`src/rtl/dmap_pkg.sv`:
```
package dmap_pkg;
   localparam int unsigned WORD_W = 64;
   localparam int unsigned CNT_W  = 4;
   localparam int unsigned LEN_W  = 16;
   localparam int unsigned SIZE_W = 13;
   localparam int unsigned SIZE_LSB = 40;
   localparam int unsigned PTR_W  = 40;

   typedef enum logic [1:0] {
      XF_TO_PCIE   = 2'd0,
      XF_FROM_PCIE = 2'd1,
      XF_LOCAL     = 2'd2,
      XF_REMOTE    = 2'd3
   } xfer_e;

   typedef enum logic [1:0] {
      WK_HDR   = 2'd0,
      WK_LOCAL = 2'd1,
      WK_PADDR = 2'd2,
      WK_PLEN  = 2'd3
   } wkind_e;

   typedef struct packed {
      logic [3:0]       rsvd;
      logic [1:0]       src_port;
      logic [1:0]       dst_port;
      xfer_e            xfer;
      logic             wq_entry;
      logic             cnt_sel;
      logic             cnt_add;
      logic             force_int;
      logic             ign_inv;
      logic             free_loc;
      logic [CNT_W-1:0] n_dst;
      logic [CNT_W-1:0] n_src;
      logic [PTR_W-1:0] cptr;
   } hdr_t;
endpackage

```
`src/rtl/dmap_hdr_check.sv`:
```
module dmap_hdr_check
   import dmap_pkg::*;
#(
   parameter int unsigned GROUP     = 4,
   parameter int unsigned MAX_WORDS = 31,
   parameter int unsigned AW_W      = 5
) (
   input  logic [WORD_W-1:0] word,
   output logic [1:0]        xfer,
   output logic [CNT_W-1:0]  n_src,
   output logic [CNT_W-1:0]  n_dst,
   output logic [PTR_W-1:0]  cptr,
   output logic              src_pcie,
   output logic              dst_pcie,
   output logic [AW_W-1:0]   src_words,
   output logic [AW_W-1:0]   dst_words,
   output logic              bad
);
   hdr_t h;
   assign h = hdr_t'(word);

   function automatic logic [AW_W-1:0] area_len(input logic [CNT_W-1:0] n, input logic pcie);
      int unsigned t;
      t = int'(n);
      if (pcie) t = t + (t + GROUP - 1) / GROUP;
      return AW_W'(t);
   endfunction

   logic flags_any, flags_free;
   logic rule_rsvd, rule_flags, rule_ports, rule_align, rule_budget;

   always_comb begin
      xfer      = h.xfer;
      n_src     = h.n_src;
      n_dst     = h.n_dst;
      cptr      = h.cptr;
      src_pcie  = (h.xfer == XF_REMOTE);
      dst_pcie  = (h.xfer != XF_LOCAL);
      src_words = area_len(h.n_src, src_pcie);
      dst_words = area_len(h.n_dst, dst_pcie);

      flags_free = h.ign_inv | h.free_loc;
      flags_any  = h.cnt_sel | h.cnt_add | h.force_int | flags_free;

      rule_rsvd  = (h.rsvd != '0);
      rule_flags = ((h.xfer == XF_FROM_PCIE || h.xfer == XF_LOCAL) && flags_any) ||
                   ((h.xfer == XF_REMOTE) && flags_free);
      rule_ports = ((h.xfer != XF_REMOTE) && (h.src_port != '0)) ||
                   ((h.xfer == XF_LOCAL) && (h.dst_port != '0));
      rule_align = h.wq_entry && (h.cptr[2:0] != 3'b000);
      rule_budget = (int'(src_words) + int'(dst_words)) > int'(MAX_WORDS);

      bad = rule_rsvd | rule_flags | rule_ports | rule_align | rule_budget;
   end
endmodule

```
`src/rtl/dmap_area_walk.sv`:
```
module dmap_area_walk
   import dmap_pkg::*;
#(
   parameter int unsigned GROUP = 4,
   parameter int unsigned SUM_W = 20,
   localparam int unsigned GRP_W = $clog2(GROUP + 1)
) (
   input  logic              clk,
   input  logic              rst_n,
   input  logic              load,
   input  logic [CNT_W-1:0]  load_cnt,
   input  logic              load_pcie,
   input  logic              step,
   input  logic [WORD_W-1:0] word,
   output logic [1:0]        kind,
   output logic              last_word,
   output logic              empty,
   output logic              size_bad,
   output logic [SUM_W-1:0]  add
);
   logic [CNT_W-1:0] rem_q;
   logic [GRP_W-1:0] grp_q;
   logic             pcie_q;
   logic [GRP_W-1:0] grp_fill;

   always_comb begin
      if (!pcie_q)            kind = WK_LOCAL;
      else if (grp_q == '0)   kind = WK_PLEN;
      else                    kind = WK_PADDR;
      last_word = pcie_q ? ((grp_q != '0) && (rem_q == CNT_W'(1))) : (rem_q == CNT_W'(1));
      empty     = (rem_q == '0);
      size_bad  = !pcie_q && (word[SIZE_LSB +: SIZE_W] == '0);
      grp_fill  = (int'(rem_q) > int'(GROUP)) ? GRP_W'(GROUP) : GRP_W'(rem_q);
      add = '0;
      if (!pcie_q) begin
         add = SUM_W'(word[SIZE_LSB +: SIZE_W]);
      end else if (grp_q == '0) begin
         for (int g = 0; g < int'(GROUP); g++) begin
            if (g < int'(rem_q))
               add = add + SUM_W'(word[WORD_W-1-g*LEN_W -: LEN_W]);
         end
      end
   end

   always_ff @(posedge clk) begin
      if (!rst_n) begin
         rem_q  <= '0;
         grp_q  <= '0;
         pcie_q <= 1'b0;
      end else if (load) begin
         rem_q  <= load_cnt;
         grp_q  <= '0;
         pcie_q <= load_pcie;
      end else if (step) begin
         if (!pcie_q) begin
            rem_q <= rem_q - CNT_W'(1);
         end else if (grp_q == '0) begin
            grp_q <= grp_fill;
         end else begin
            grp_q <= grp_q - GRP_W'(1);
            rem_q <= rem_q - CNT_W'(1);
         end
      end
   end

   assert_group_bound_R3: assert property (@(posedge clk) disable iff (!rst_n)
      int'(grp_q) <= int'(GROUP));
   assert_len_then_addr_R3: assert property (@(posedge clk) disable iff (!rst_n)
      (step && !load && pcie_q && grp_q == '0) |=> (kind == WK_PADDR));
endmodule

```
`src/rtl/dmap_byte_sum.sv`:
```
module dmap_byte_sum #(
   parameter int unsigned SUM_W = 20
) (
   input  logic             clk,
   input  logic             rst_n,
   input  logic             clear,
   input  logic             en,
   input  logic [SUM_W-1:0] add,
   output logic [SUM_W-1:0] sum_next
);
   logic [SUM_W-1:0] sum_q;

   assign sum_next = clear ? '0 : (en ? sum_q + add : sum_q);

   always_ff @(posedge clk) begin
      if (!rst_n) sum_q <= '0;
      else        sum_q <= sum_next;
   end

   assert_clear_zero_R7: assert property (@(posedge clk) disable iff (!rst_n)
      (clear && !en) |=> (sum_q == '0));
endmodule

```
`src/rtl/dmap_instr_parse.sv`:
```
module dmap_instr_parse
   import dmap_pkg::*;
#(
   parameter int unsigned SUM_W     = 20,
   parameter int unsigned GROUP     = 4,
   parameter int unsigned MAX_WORDS = 31,
   localparam int unsigned MAXN = (1 << CNT_W) - 1,
   localparam int unsigned MAXA = MAXN + (MAXN + GROUP - 1) / GROUP,
   localparam int unsigned AW_W = $clog2(MAXA + 1)
) (
   input  logic              clk,
   input  logic              rst_n,
   input  logic              in_valid,
   output logic              in_ready,
   input  logic [WORD_W-1:0] in_data,
   output logic              k_valid,
   output logic [1:0]        k_kind,
   output logic              d_valid,
   output logic [1:0]        d_type,
   output logic [AW_W-1:0]   d_first_words,
   output logic [AW_W-1:0]   d_last_words,
   output logic [SUM_W-1:0]  d_bytes,
   output logic [PTR_W-1:0]  d_ptr,
   output logic              d_error
);
   generate
      if (SUM_W < LEN_W + CNT_W) begin : g_sum_too_narrow
         $error("SUM_W cannot hold the largest area total");
      end
      if (GROUP * LEN_W > WORD_W) begin : g_group_too_wide
         $error("GROUP lengths do not fit in one word");
      end
   endgenerate

   typedef enum logic [1:0] {ST_HDR, ST_SRC, ST_DST} st_e;
   st_e st_q;

   logic              ready_q, fire, load, done, word_bad, err_q, err_now;
   logic [1:0]        h_xfer;
   logic [CNT_W-1:0]  h_nsrc, h_ndst;
   logic [PTR_W-1:0]  h_ptr;
   logic              h_src_pcie, h_dst_pcie, h_bad;
   logic [AW_W-1:0]   h_src_words, h_dst_words;
   logic [1:0]        cur_kind;

   logic [1:0]        typ_q;
   logic [PTR_W-1:0]  ptr_q;
   logic [AW_W-1:0]   sw_q, dw_q;

   logic [CNT_W-1:0]  a_cnt   [2];
   logic              a_pcie  [2];
   logic              a_step  [2];
   logic [1:0]        a_kind  [2];
   logic              a_last  [2];
   logic              a_empty [2];
   logic              a_zero  [2];
   logic [SUM_W-1:0]  a_add   [2];
   logic [SUM_W-1:0]  a_sum   [2];

   assign in_ready = ready_q;
   assign fire     = in_valid && ready_q;
   assign load     = fire && (st_q == ST_HDR);

   dmap_hdr_check #(.GROUP(GROUP), .MAX_WORDS(MAX_WORDS), .AW_W(AW_W)) u_hdr (
      .word(in_data), .xfer(h_xfer), .n_src(h_nsrc), .n_dst(h_ndst), .cptr(h_ptr),
      .src_pcie(h_src_pcie), .dst_pcie(h_dst_pcie),
      .src_words(h_src_words), .dst_words(h_dst_words), .bad(h_bad)
   );

   assign a_cnt[0]  = h_nsrc;
   assign a_cnt[1]  = h_ndst;
   assign a_pcie[0] = h_src_pcie;
   assign a_pcie[1] = h_dst_pcie;
   assign a_step[0] = fire && (st_q == ST_SRC);
   assign a_step[1] = fire && (st_q == ST_DST);

   for (genvar a = 0; a < 2; a++) begin : g_area
      dmap_area_walk #(.GROUP(GROUP), .SUM_W(SUM_W)) u_walk (
         .clk(clk), .rst_n(rst_n), .load(load), .load_cnt(a_cnt[a]),
         .load_pcie(a_pcie[a]), .step(a_step[a]), .word(in_data),
         .kind(a_kind[a]), .last_word(a_last[a]), .empty(a_empty[a]),
         .size_bad(a_zero[a]), .add(a_add[a])
      );
      dmap_byte_sum #(.SUM_W(SUM_W)) u_sum (
         .clk(clk), .rst_n(rst_n), .clear(load), .en(a_step[a]),
         .add(a_add[a]), .sum_next(a_sum[a])
      );
   end

   always_comb begin
      case (st_q)
         ST_SRC:  cur_kind = a_kind[0];
         ST_DST:  cur_kind = a_kind[1];
         default: cur_kind = WK_HDR;
      endcase
      word_bad = (a_step[0] && (a_kind[0] == WK_LOCAL) && a_zero[0]) ||
                 (a_step[1] && (a_kind[1] == WK_LOCAL) && a_zero[1]);
      case (st_q)
         ST_SRC:  done = a_step[0] && a_last[0] && a_empty[1];
         ST_DST:  done = a_step[1] && a_last[1];
         default: done = load && (h_nsrc == '0) && (h_ndst == '0);
      endcase
      err_now = (load ? h_bad : err_q) | word_bad | (a_sum[0] != a_sum[1]);
   end

   always_ff @(posedge clk) begin
      if (!rst_n) begin
         ready_q <= 1'b0;
         st_q    <= ST_HDR;
         err_q   <= 1'b0;
         typ_q   <= '0;
         ptr_q   <= '0;
         sw_q    <= '0;
         dw_q    <= '0;
         k_valid <= 1'b0;
         k_kind  <= WK_HDR;
         d_valid <= 1'b0;
         d_type  <= '0;
         d_first_words <= '0;
         d_last_words  <= '0;
         d_bytes <= '0;
         d_ptr   <= '0;
         d_error <= 1'b0;
      end else begin
         ready_q <= 1'b1;
         k_valid <= fire;
         k_kind  <= cur_kind;
         d_valid <= done;
         if (load) begin
            err_q <= h_bad;
            typ_q <= h_xfer;
            ptr_q <= h_ptr;
            sw_q  <= h_src_words;
            dw_q  <= h_dst_words;
         end else if (word_bad) begin
            err_q <= 1'b1;
         end
         if (done) begin
            d_type        <= load ? h_xfer : typ_q;
            d_ptr         <= load ? h_ptr : ptr_q;
            d_first_words <= load ? h_src_words : sw_q;
            d_last_words  <= load ? h_dst_words : dw_q;
            d_bytes       <= a_sum[0];
            d_error       <= err_now;
         end
         case (st_q)
            ST_HDR: if (load) begin
               if (h_nsrc != '0)      st_q <= ST_SRC;
               else if (h_ndst != '0) st_q <= ST_DST;
            end
            ST_SRC: if (a_step[0] && a_last[0]) st_q <= a_empty[1] ? ST_HDR : ST_DST;
            ST_DST: if (a_step[1] && a_last[1]) st_q <= ST_HDR;
            default: st_q <= ST_HDR;
         endcase
      end
   end

   assert_desc_after_word_R4: assert property (@(posedge clk) disable iff (!rst_n)
      d_valid |-> $past(fire));
   assert_kind_after_word_R3: assert property (@(posedge clk) disable iff (!rst_n)
      k_valid |-> $past(fire));
   assert_header_label_R3: assert property (@(posedge clk) disable iff (!rst_n)
      (st_q == ST_HDR && fire) |=> (k_kind == WK_HDR));
   assert_budget_flag_R5: assert property (@(posedge clk) disable iff (!rst_n)
      (d_valid && (int'(d_first_words) + int'(d_last_words) > int'(MAX_WORDS))) |-> d_error);
   assert_zero_size_held_R6: assert property (@(posedge clk) disable iff (!rst_n)
      (word_bad && !done) |=> err_q);
   assert_no_ready_no_label_R13: assert property (@(posedge clk) disable iff (!rst_n)
      !$past(in_ready) |-> !k_valid);
endmodule

```
`config.mk`:
```
export PLATFORM = sky130hd
export DESIGN_NAME = dmap_instr_parse
export DESIGN_NICKNAME = d
export VERILOG_FILES = /design/src/rtl/dmap_pkg.sv /design/src/rtl/dmap_hdr_check.sv /design/src/rtl/dmap_area_walk.sv /design/src/rtl/dmap_byte_sum.sv /design/src/rtl/dmap_instr_parse.sv
export SDC_FILE = /design/constraint.sdc
export NUM_CORES = 1
export LEC_CHECK = 0
export ABC_AREA = 1
export CORE_MARGIN = 1.5
export CORE_UTILIZATION = 40
export CTS_CLUSTER_DIAMETER = 30
export CTS_CLUSTER_SIZE = 10
export DETAILED_ROUTE_END_ITERATION = 12
export GPL_TIMING_DRIVEN = 0
export PLACE_DENSITY = 0.58
export SYNTH_ARGS = -nofsm -noshare
export SYNTH_HDL_FRONTEND = slang
export SYNTH_HIERARCHICAL = 1
export SYNTH_SLANG_ARGS = --single-unit
```
`constraint.sdc`:
```
create_clock -name clk -period 9.2 [get_ports clk]
set_clock_uncertainty 0.15 [all_clocks]
set_input_delay 1.84 -clock clk [delete_from_list [all_inputs] [get_ports clk]]
set_output_delay 1.84 -clock clk [all_outputs]
set_load 0.05 [all_outputs]
```
==> results of run 1 <==
report_power, final:
group	internal, uW	total (uW)	switching [uW]
sequential	874	910	36.2
clock	418	814	396
combinational	1310	3950	2640
total	2600	5680	3070
registers in the layout, indices dropped and copies added (netlist names):
register	flops
d_type	2
g_area.u_walk/rem_q	8
k_kind	2
err_q	1
d_valid	1
d_ptr	40
d_first_words	5
d_bytes	20
g_area.u_walk/grp_q	6
dw_q	5
k_valid	1
typ_q	2
g_area.u_walk/pcie_q	2
sw_q	5
ptr_q	40
d_last_words	5
in_ready	1
st_q	2
g_area.u_sum/sum_q	40
d_error	1
final timing paths:
kind / from / to / slack [ns] / cells after the start
setup / recovery: in_data[49] / d_error / 0.35 / 50
hold / removal: d_ptr[9] / d_ptr[9] / 0.33 / 2
setup reg to reg: g_area[0].u_walk/rem_q[0] / d_error / 0.82 / 53
hold reg to reg: d_ptr[9] / d_ptr[9] / 0.33 / 2
placed cells by master, fill, tap and decap left out, types with 8 or more instances in the layout:
master | netlist | layout
sky130_fd_sc_hd__o211ai_1 | 9 | 9
sky130_fd_sc_hd__buf_4 | 57 | 58
sky130_fd_sc_hd__nand2_4 | 12 | 12
sky130_fd_sc_hd__mux2i_1 | 52 | 52
sky130_fd_sc_hd__dfxtp_1 | 189 | 189
sky130_fd_sc_hd__nand4_1 | 18 | 18
sky130_fd_sc_hd__o21ai_1 | 11 | 17
sky130_fd_sc_hd__nand3_2 | 31 | 34
sky130_fd_sc_hd__buf_2 | 23 | 24
sky130_fd_sc_hd__nor2_2 | 20 | 24
sky130_fd_sc_hd__nand2_1 | 874 | 874
sky130_fd_sc_hd__inv_1 | 393 | 393
sky130_fd_sc_hd__a21oi_2 | 7 | 13
sky130_fd_sc_hd__nor4_1 | 12 | 12
sky130_fd_sc_hd__a21boi_0 | 11 | 10
sky130_fd_sc_hd__nor2_4 | 12 | 14
sky130_fd_sc_hd__inv_2 | 28 | 28
sky130_fd_sc_hd__o21ai_0 | 115 | 108
sky130_fd_sc_hd__xor2_1 | 31 | 30
sky130_fd_sc_hd__nand2_2 | 65 | 65
sky130_fd_sc_hd__nor2_1 | 451 | 445
sky130_fd_sc_hd__a21o_1 | 9 | 9
sky130_fd_sc_hd__a31oi_1 | 10 | 10
sky130_fd_sc_hd__clkdlybuf4s50_1 | 0 | 123
sky130_fd_sc_hd__nor3_1 | 21 | 21
sky130_fd_sc_hd__xnor2_1 | 18 | 18
sky130_fd_sc_hd__clkbuf_1 | 38 | 38
sky130_fd_sc_hd__ha_1 | 150 | 146
sky130_fd_sc_hd__dlymetal6s2s_1 | 2 | 13
sky130_fd_sc_hd__or2_2 | 12 | 12
sky130_fd_sc_hd__a211oi_1 | 8 | 8
sky130_fd_sc_hd__nand3_1 | 212 | 209
sky130_fd_sc_hd__clkbuf_16 | 0 | 17
sky130_fd_sc_hd__o21bai_1 | 10 | 10
sky130_fd_sc_hd__fa_1 | 10 | 10
sky130_fd_sc_hd__a21oi_1 | 186 | 180
per-stage QoR:
stage / power (uW) / setup TNS, ns
CTS: 5580 / 0
global route: 6173 / -0.07940
global placement: 4713 / -6.560
detailed placement: 4738 / -6.470
floorplan: 3709 / 0
finish: 5676 / 0
worst reg2reg max path, delay by kind of cell, from the launching register on:
| family | cells | cell delay [ns] |
|---|---|---|
| and+or+nand+nor | 33 | 4.26 |
| adders and majority gates | 5 | 1.53 |
| AOI/OAI and AO/OA | 6 | 0.91 |
| buffers and inverters | 7 | 0.61 |
| DFF | 1 | 0.43 |
| xor gates and xnor gates | 2 | 0.36 |
repair_timing:
item                       in CTS  in global routing
gates resized for setup        24                 49
pin swaps                       0                  1
setup buffers                   0                  1
setup endpoints to repair       5                  4
cells by family after synthesis:
logic type / count (synthesis) / share of synthesized area
and+or+nand+nor: 1762 / 0.3993
buffers and inverters: 555 / 0.1267
AOI/OAI and AO/OA: 406 / 0.1194
DFF: 189 / 0.1968
adders and majority gates: 160 / 0.1080
muxes: 52 / 0.02707
xor gates and xnor gates: 49 / 0.02232
other: 2 / 0.0003906
layer usage:
metal  up-vias  part of all wire  GRT usage  wire [um]
li1      10406                 -          -          -
met1      9548              0.46     0.4057      34130
met2       643              0.43     0.4519      31420
met3       106             0.076    0.06652       5595
met4         0             0.031     0.1129       2306
met5         -                 0          0          0
area by class of cell:
class	instances	area share
Antenna cell	3	0.0003388
Buffer	132	0.03829
Multi-Input combinational cell	2431	0.5912
Inverter	423	0.07166
Timing Repair Buffer	145	0.06539
Clock inverter	14	0.007793
Tap cell	615	0.03473
Clock buffer	18	0.01982
Sequential cell	189	0.1708
==> results.md, run 1 <==
- Dividing the detail-routed wire length by the instance count gives 18.50 um.
- After detailed routing, the number of remaining DRC violations is 0.
- The die outline area is 49390 um2.
- The die boundary width is 222.2 um.
- The maximum frequency from static timing analysis is 0.1130 GHz.
- In the routed layout, each cell is associated on average with a via count of 5.215.
- The vertical die dimension is 222.2 um.
- The count of nets after finishing is 3566.
- The total iterations of the first detailed-routing run is 6.
- At the worst endpoint, the arrival time is 9.08 ns.
- The number of sinks driven by the clock tree is 189.
- The number of antenna violations at the first check in global routing is 0.
- Of all nets on the critical path, the largest fanout is 6.
- The number of fillers in the final layout is 5110.
- The kind of cell adding the most delay to the critical path is simple AND/OR/NAND/NOR gates.
- The count of port buffers added during placement is 144.
- The wire-length estimate of the detail-placed layout is 60.03 mm.
- On the worst path, the slowest cell contributes a delay of 0.39 ns.
- The count of mapped cells out of synthesis is 3175.
- The total nets after synthesis is 3402.
- The number of hold violations in the final report is 0.
- The wire length of the first global-routing pass is 110.5 mm.
- Counting instances in the post-synthesis netlist gives the leading cell types as sky130_fd_sc_hd__nand2_1 (874), sky130_fd_sc_hd__nor2_1 (451), sky130_fd_sc_hd__inv_1 (393).
- The region available for standard cell placement spans 47550 um2.
- The starting density of the core is 0.4044.
- Of the post-synthesis cell area, the dominant cell type holds 0.1968.
- The cell seen most often among critical-path stages is sky130_fd_sc_hd__nand2_1.
- The tree is rooted in a sky130_fd_sc_hd__clkbuf_16.
- The maximum number of buffers from clock root to sink is 2.
- The congestion estimate from routability-driven global placement came to 0.9844.
- The count of unique library cells instantiated by Yosys is 56.
- For this design, the slowest cell found on the critical path is sky130_fd_sc_hd__ha_2.
- The via count of the first global-routing pass is 19137.
- The element type at the critical path start is an input port.
- In this run the count of I/O pins placed on the die edge is 145.
- In this run, synthesis inferred 0 flip-flops with an integrated enable.
- In the final layout, the share of cells above drive strength 1 is 0.1041.
- The worst setup slack before clock tree synthesis is -1.341 ns.
- The worst-case IR drop observed on VDD is 135.1 uV.
- The count of H-tree levels built during CTS is 4.
- After detailed placement, the total cell area comes to 21440 um2.
- The power per unit of standard cell area is 256.2 nW/um2.
- Wires add up to 73.45 mm.
- The final route contains 20703 vias.
- In the post-synthesis netlist, the biggest area contributors are sky130_fd_sc_hd__dfxtp_1 (20%), sky130_fd_sc_hd__nand2_1 (17%), sky130_fd_sc_hd__ha_1 (9.8%), sky130_fd_sc_hd__nor2_1 (8.8%), sky130_fd_sc_hd__inv_1 (7.7%).
- The post-layout minimum cycle time is 8.848 ns.
- The maximum number of pins on one net before global-route repair is 19.
- The most common cell in the synthesized netlist is sky130_fd_sc_hd__nand2_1.
- The average size of a mapped cell is 6.055 um2.
- Once layout is done, the placed cells without fillers occupy 22160 um2.
- The flow ran to the end, and the final reports show no timing, DRC or antenna violations.
- Across every metal layer, demand over resource in global routing totals 0.2965.
- The max-capacitance violation count is 0.
- STA classifies the critical path endpoint as a register.
- Of the available clock period, the critical path in the final layout requires 0.9618.
- The worst hold-check slack is 0.3316 ns.
- The flip-flop and latch count after synthesis is 189.
- In this run the cell area of the synthesized design comes to 19230 um2.
- The worst slew slack as a fraction of its limit is 0.2811.
- For the worst setup path, the data required time is 9.43 ns.
- The critical path buffer and inverter count is 6.
- The post-synthesis to final-layout area growth is 15.25%.
- The number of standard-cell rows in the floorplan is 80.
- The class of the tightest hold or removal check is register to register.
- The clock insertion delay at the later pin of the skew report is 0.51 ns.
- Once placement completed, the tool counted placed cells totaling 3934.
- The number of buffers created by CTS is 17.
- The count of pins over their slew limit is 0.
- The analysis attributes to cell leakage a power of 0.01164 uW.
- The post-route worst setup slack is 0.3516 ns.
- The area of the multi-input gates is 13100 um2.
- The area taken by flip-flops and latches is 3784 um2.
- In the synthesized netlist the async set-or-reset flop fraction comes to 0.
- The most instantiated flip-flop cell in the synthesis netlist is sky130_fd_sc_hd__dfxtp_1.
- Setup violations remaining at the end of the flow were counted as 0.
- The critical path class is input port to register.
- The hold buffer count at CTS is 0.
- TritonCTS built the clock tree.
- Summed over all layers, the global routing overflow is 0.
- Measured on the finished design, the core utilization comes to 0.4660.
- The cell type contributing the most total cell area after synthesis is sky130_fd_sc_hd__dfxtp_1.
- The post-synthesis sequential area ratio is 0.1968.
- Once detail routing completed, the nets flagged for antenna violations numbered 0.
- In this run, the number of DRC markers left after iteration 0 of detailed routing was 1834.
- The count of placed standard cells in the final layout, fillers left out is 3970.
- The clock transition time at the flip-flop clock pins of the worst setup and hold paths is 0.07 ns.
- The slew of the pin with the lowest slew margin is 1.075 ns.
- The count of warnings emitted by yosys is 6.
Note: power is estimated with default switching activity, not from simulation.
==> run 2, diff against run 1 <==
Settings changed: CAP_MARGIN from default to 20.
==> results.md, run 2 (synthesis results as in run 1) <==
- The run finished with clean final reports.
- The overall global routing resource usage is 0.2938 (-0.002749).
- The clock insertion delay at the later pin of the skew report is 0.51 ns (about the same).
- The worst slew slack as a fraction of its limit is 0.2908 (+0.009672).
- The cell count after placement is 3935 (+0.025%).
- The number of buffers created by CTS is 17 (unchanged).
- The clock root buffer is sky130_fd_sc_hd__clkbuf_16.
- The iteration-0 DRC count of the detailed router is 1676 (-8.6%).
- The global placer's final weighted congestion is 0.9844 (unchanged).
- The number of antenna violations at the first check in global routing came to 2 (+2).
- The max-capacitance violation count is 0 (unchanged).
- The total congestion overflow after global routing came to 0 (unchanged).
- The critical path class is input port to register.
- The residual DRC count is 0 (unchanged).
- The leading cell type in the layout, fill and taps excluded is sky130_fd_sc_hd__nand2_1.
- The starting density of the core is 0.4044 (unchanged).
- The maximum frequency from static timing analysis is 0.1129 GHz (-0.14%).
- The required time reported for the critical path endpoint came to 9.42 ns (about the same).
- The maximum number of buffers from clock root to sink is 2 (unchanged).
- The arrival time at the worst endpoint was 9.08 ns (about the same).
- The count of pins over their slew limit is 0 (unchanged).
- The wire length of the first global-routing pass is 109.7 mm (-0.76%).
- The post-route worst setup slack is 0.3394 ns (-0.01223 ns).
- The number of hold violations in the final report is 0 (unchanged).
- The maximum number of pins on one net before global-route repair is 19 (unchanged).
- The slew of the pin with the lowest slew margin was 1.062 ns (-0.01288 ns).
- The final cell utilization of the core was 0.4662 (about the same).
- The worst stage delay on the critical path was 0.38 ns (about the same).
- The I/O pin count is 145 (unchanged).
- The post-layout minimum cycle time is 8.861 ns (+0.01223 ns).
- The maximum vdd ir drop is 137.6 uV (+1.9%).
- The class of the tightest hold or removal check is register to register.
- The post-layout instance area is 22170 um2 (about the same).
- The vertical die dimension was 222.2 um (unchanged).
- The post-DP HPWL is 60.10 mm (+0.11%).
- The share of layout cells above drive strength 1 is 0.1079 (+0.003782).
- The die boundary width is 222.2 um (unchanged).
- The critical-path cell with the highest stage delay is sky130_fd_sc_hd__ha_2.
- The count of port buffers added during placement came to 144 (unchanged).
- The element type at the critical path start is an input port.
- The number of sinks driven by the clock tree was 189 (unchanged).
- The count of H-tree levels built during CTS is 4 (unchanged).
- The post-synthesis to final-layout area growth is 15.29% (about the same).
- The number of antenna-violating nets in the routed design was 0 (unchanged).
- The post-detailed-placement cell area is 21450 um2 (about the same).
- The worst setup slack before clock tree synthesis is -1.312 ns (+0.02838 ns).
- The total iterations of the first detailed-routing run is 5 (-1).
- The maximum fanout count along the critical path is 6 (unchanged).
- In the layout the commonest cells are sky130_fd_sc_hd__nand2_1 (874), sky130_fd_sc_hd__nor2_1 (447), sky130_fd_sc_hd__inv_1 (393), sky130_fd_sc_hd__nand3_1 (211), sky130_fd_sc_hd__dfxtp_1 (189).
- In the final layout, the registers with the most flip-flops are d_ptr: 40 flops, g_area.u_sum/sum_q: 40 flops, ptr_q: 40 flops.
- The power per unit of standard cell area is 254.2 nW/um2 (-0.76%).
- The cell seen most often among critical-path stages is sky130_fd_sc_hd__nand2_1.
- The clock transition time at the flip-flop clock pins of the worst setup and hold paths is 0.06 ns (about the same).
- The vias per cell is 5.217 (about the same).
- The detailed-route wire length per cell is 18.46 um (-0.20%).
- The final count of negative-setup-slack endpoints was 0 (unchanged).
- The number of standard-cell rows in the floorplan is 80 (unchanged).
- The kind of end point of the critical path is a register.
- The total via count in the routed design is 20711 (+0.039%).
- The number of fillers in the final layout is 5157 (+0.92%).
- The via count of the first global-routing pass is 19058 (-0.41%).
- TritonCTS built the clock tree.
- The count of nets after finishing was 3569 (+0.084%).
- The die outline area is 49390 um2 (unchanged).
- The cell leakage power is 0.01163 uW (about the same).
- The worst hold-check slack was 0.3268 ns (-0.004832 ns).
- The ratio of final minimum period to clock period is 0.9631 (+0.001329).
- The hold buffer count at CTS is 0 (unchanged).
- The count of placed standard cells in the final layout, fillers left out was 3970 (unchanged).
- The total core area is 47550 um2 (unchanged).
- The antenna diode instance count came to 0 (-3).
- The final wirelength was 73.30 mm (-0.20%).
[run 2: changes by cell type in the layout (fill, tap and decap cells not counted), sizes merged, moves of 2 or more]
cell         change
bufinv           -2
buf              +3
inv              -2
diode            -3
clkinv           +4
dlygate4sd2      -2
[run 2: repair_timing]
action / in CTS / in global routing
setup buffers: 0 / 3
hold endpoints to repair: 0 / 0
pin swaps: 0 / 5
endpoints found under the setup margin: 5 / 6
resized for setup: 23 / 65
[run 2: path summary, 6_finish.rpt]
check | start | endpoint | slack (ns) | cells after the start
hold / removal | d_ptr[9] | d_ptr[9] | 0.33 | 2
setup reg to reg | g_area[0].u_walk/rem_q[0] | d_error | 0.82 | 53
setup / recovery | in_data[49] | d_error | 0.34 | 50
hold reg to reg | d_ptr[9] | d_ptr[9] | 0.33 | 2
[run 2: final cells by class]
type | count | area, um2 | area share
Clock inverter | 14 | 127.6 | 0.005757
Tap cell | 615 | 769.5 | 0.03471
Inverter | 423 | 1588 | 0.07163
Buffer | 132 | 848.3 | 0.03827
Sequential cell | 189 | 3784 | 0.1707
Clock buffer | 18 | 439.2 | 0.01981
Timing Repair Buffer | 148 | 1475 | 0.06655
Multi-Input combinational cell | 2431 | 13140 | 0.5926
[run 2: report_power, final]
part	leakage (uW)	switching, uW	total [uW]	internal, uW
combinational	0.00983	2640	3970	1330
sequential	0.00153	35.9	910	874
clock	0.000277	393	755	362
[run 2: worst max-delay path: cells and delay by family]
family	cells	cell delay (ns)
AO/OA/AOI/OAI	7	0.94
adder cells (fa/ha/maj)	4	1.33
buffers and inverters	6	0.58
AND/OR/NAND/NOR	31	3.97
XOR/XNOR	2	0.41
[run 2: per-layer routing]
metal / track usage / wire length (um) / vias up / share of wire
met5: 0 / 0 / - / 0
met2: 0.4512 / 31270 / 626 / 0.43
met4: 0.1182 / 2533 / 0 / 0.035
met3: 0.05528 / 5414 / 110 / 0.074
li1: - / - / 10416 / -
met1: 0.4033 / 34080 / 9559 / 0.46
[run 2: stage by stage]
step / total power [uW] / TNS [ns]
after CTS: 5523 / 0
after detailed placement: 4736 / -6.221
after floorplan: 3709 / 0
after global placement: 4713 / -6.560
final: 5635 / 0
after global routing: 6131 / -0.03189
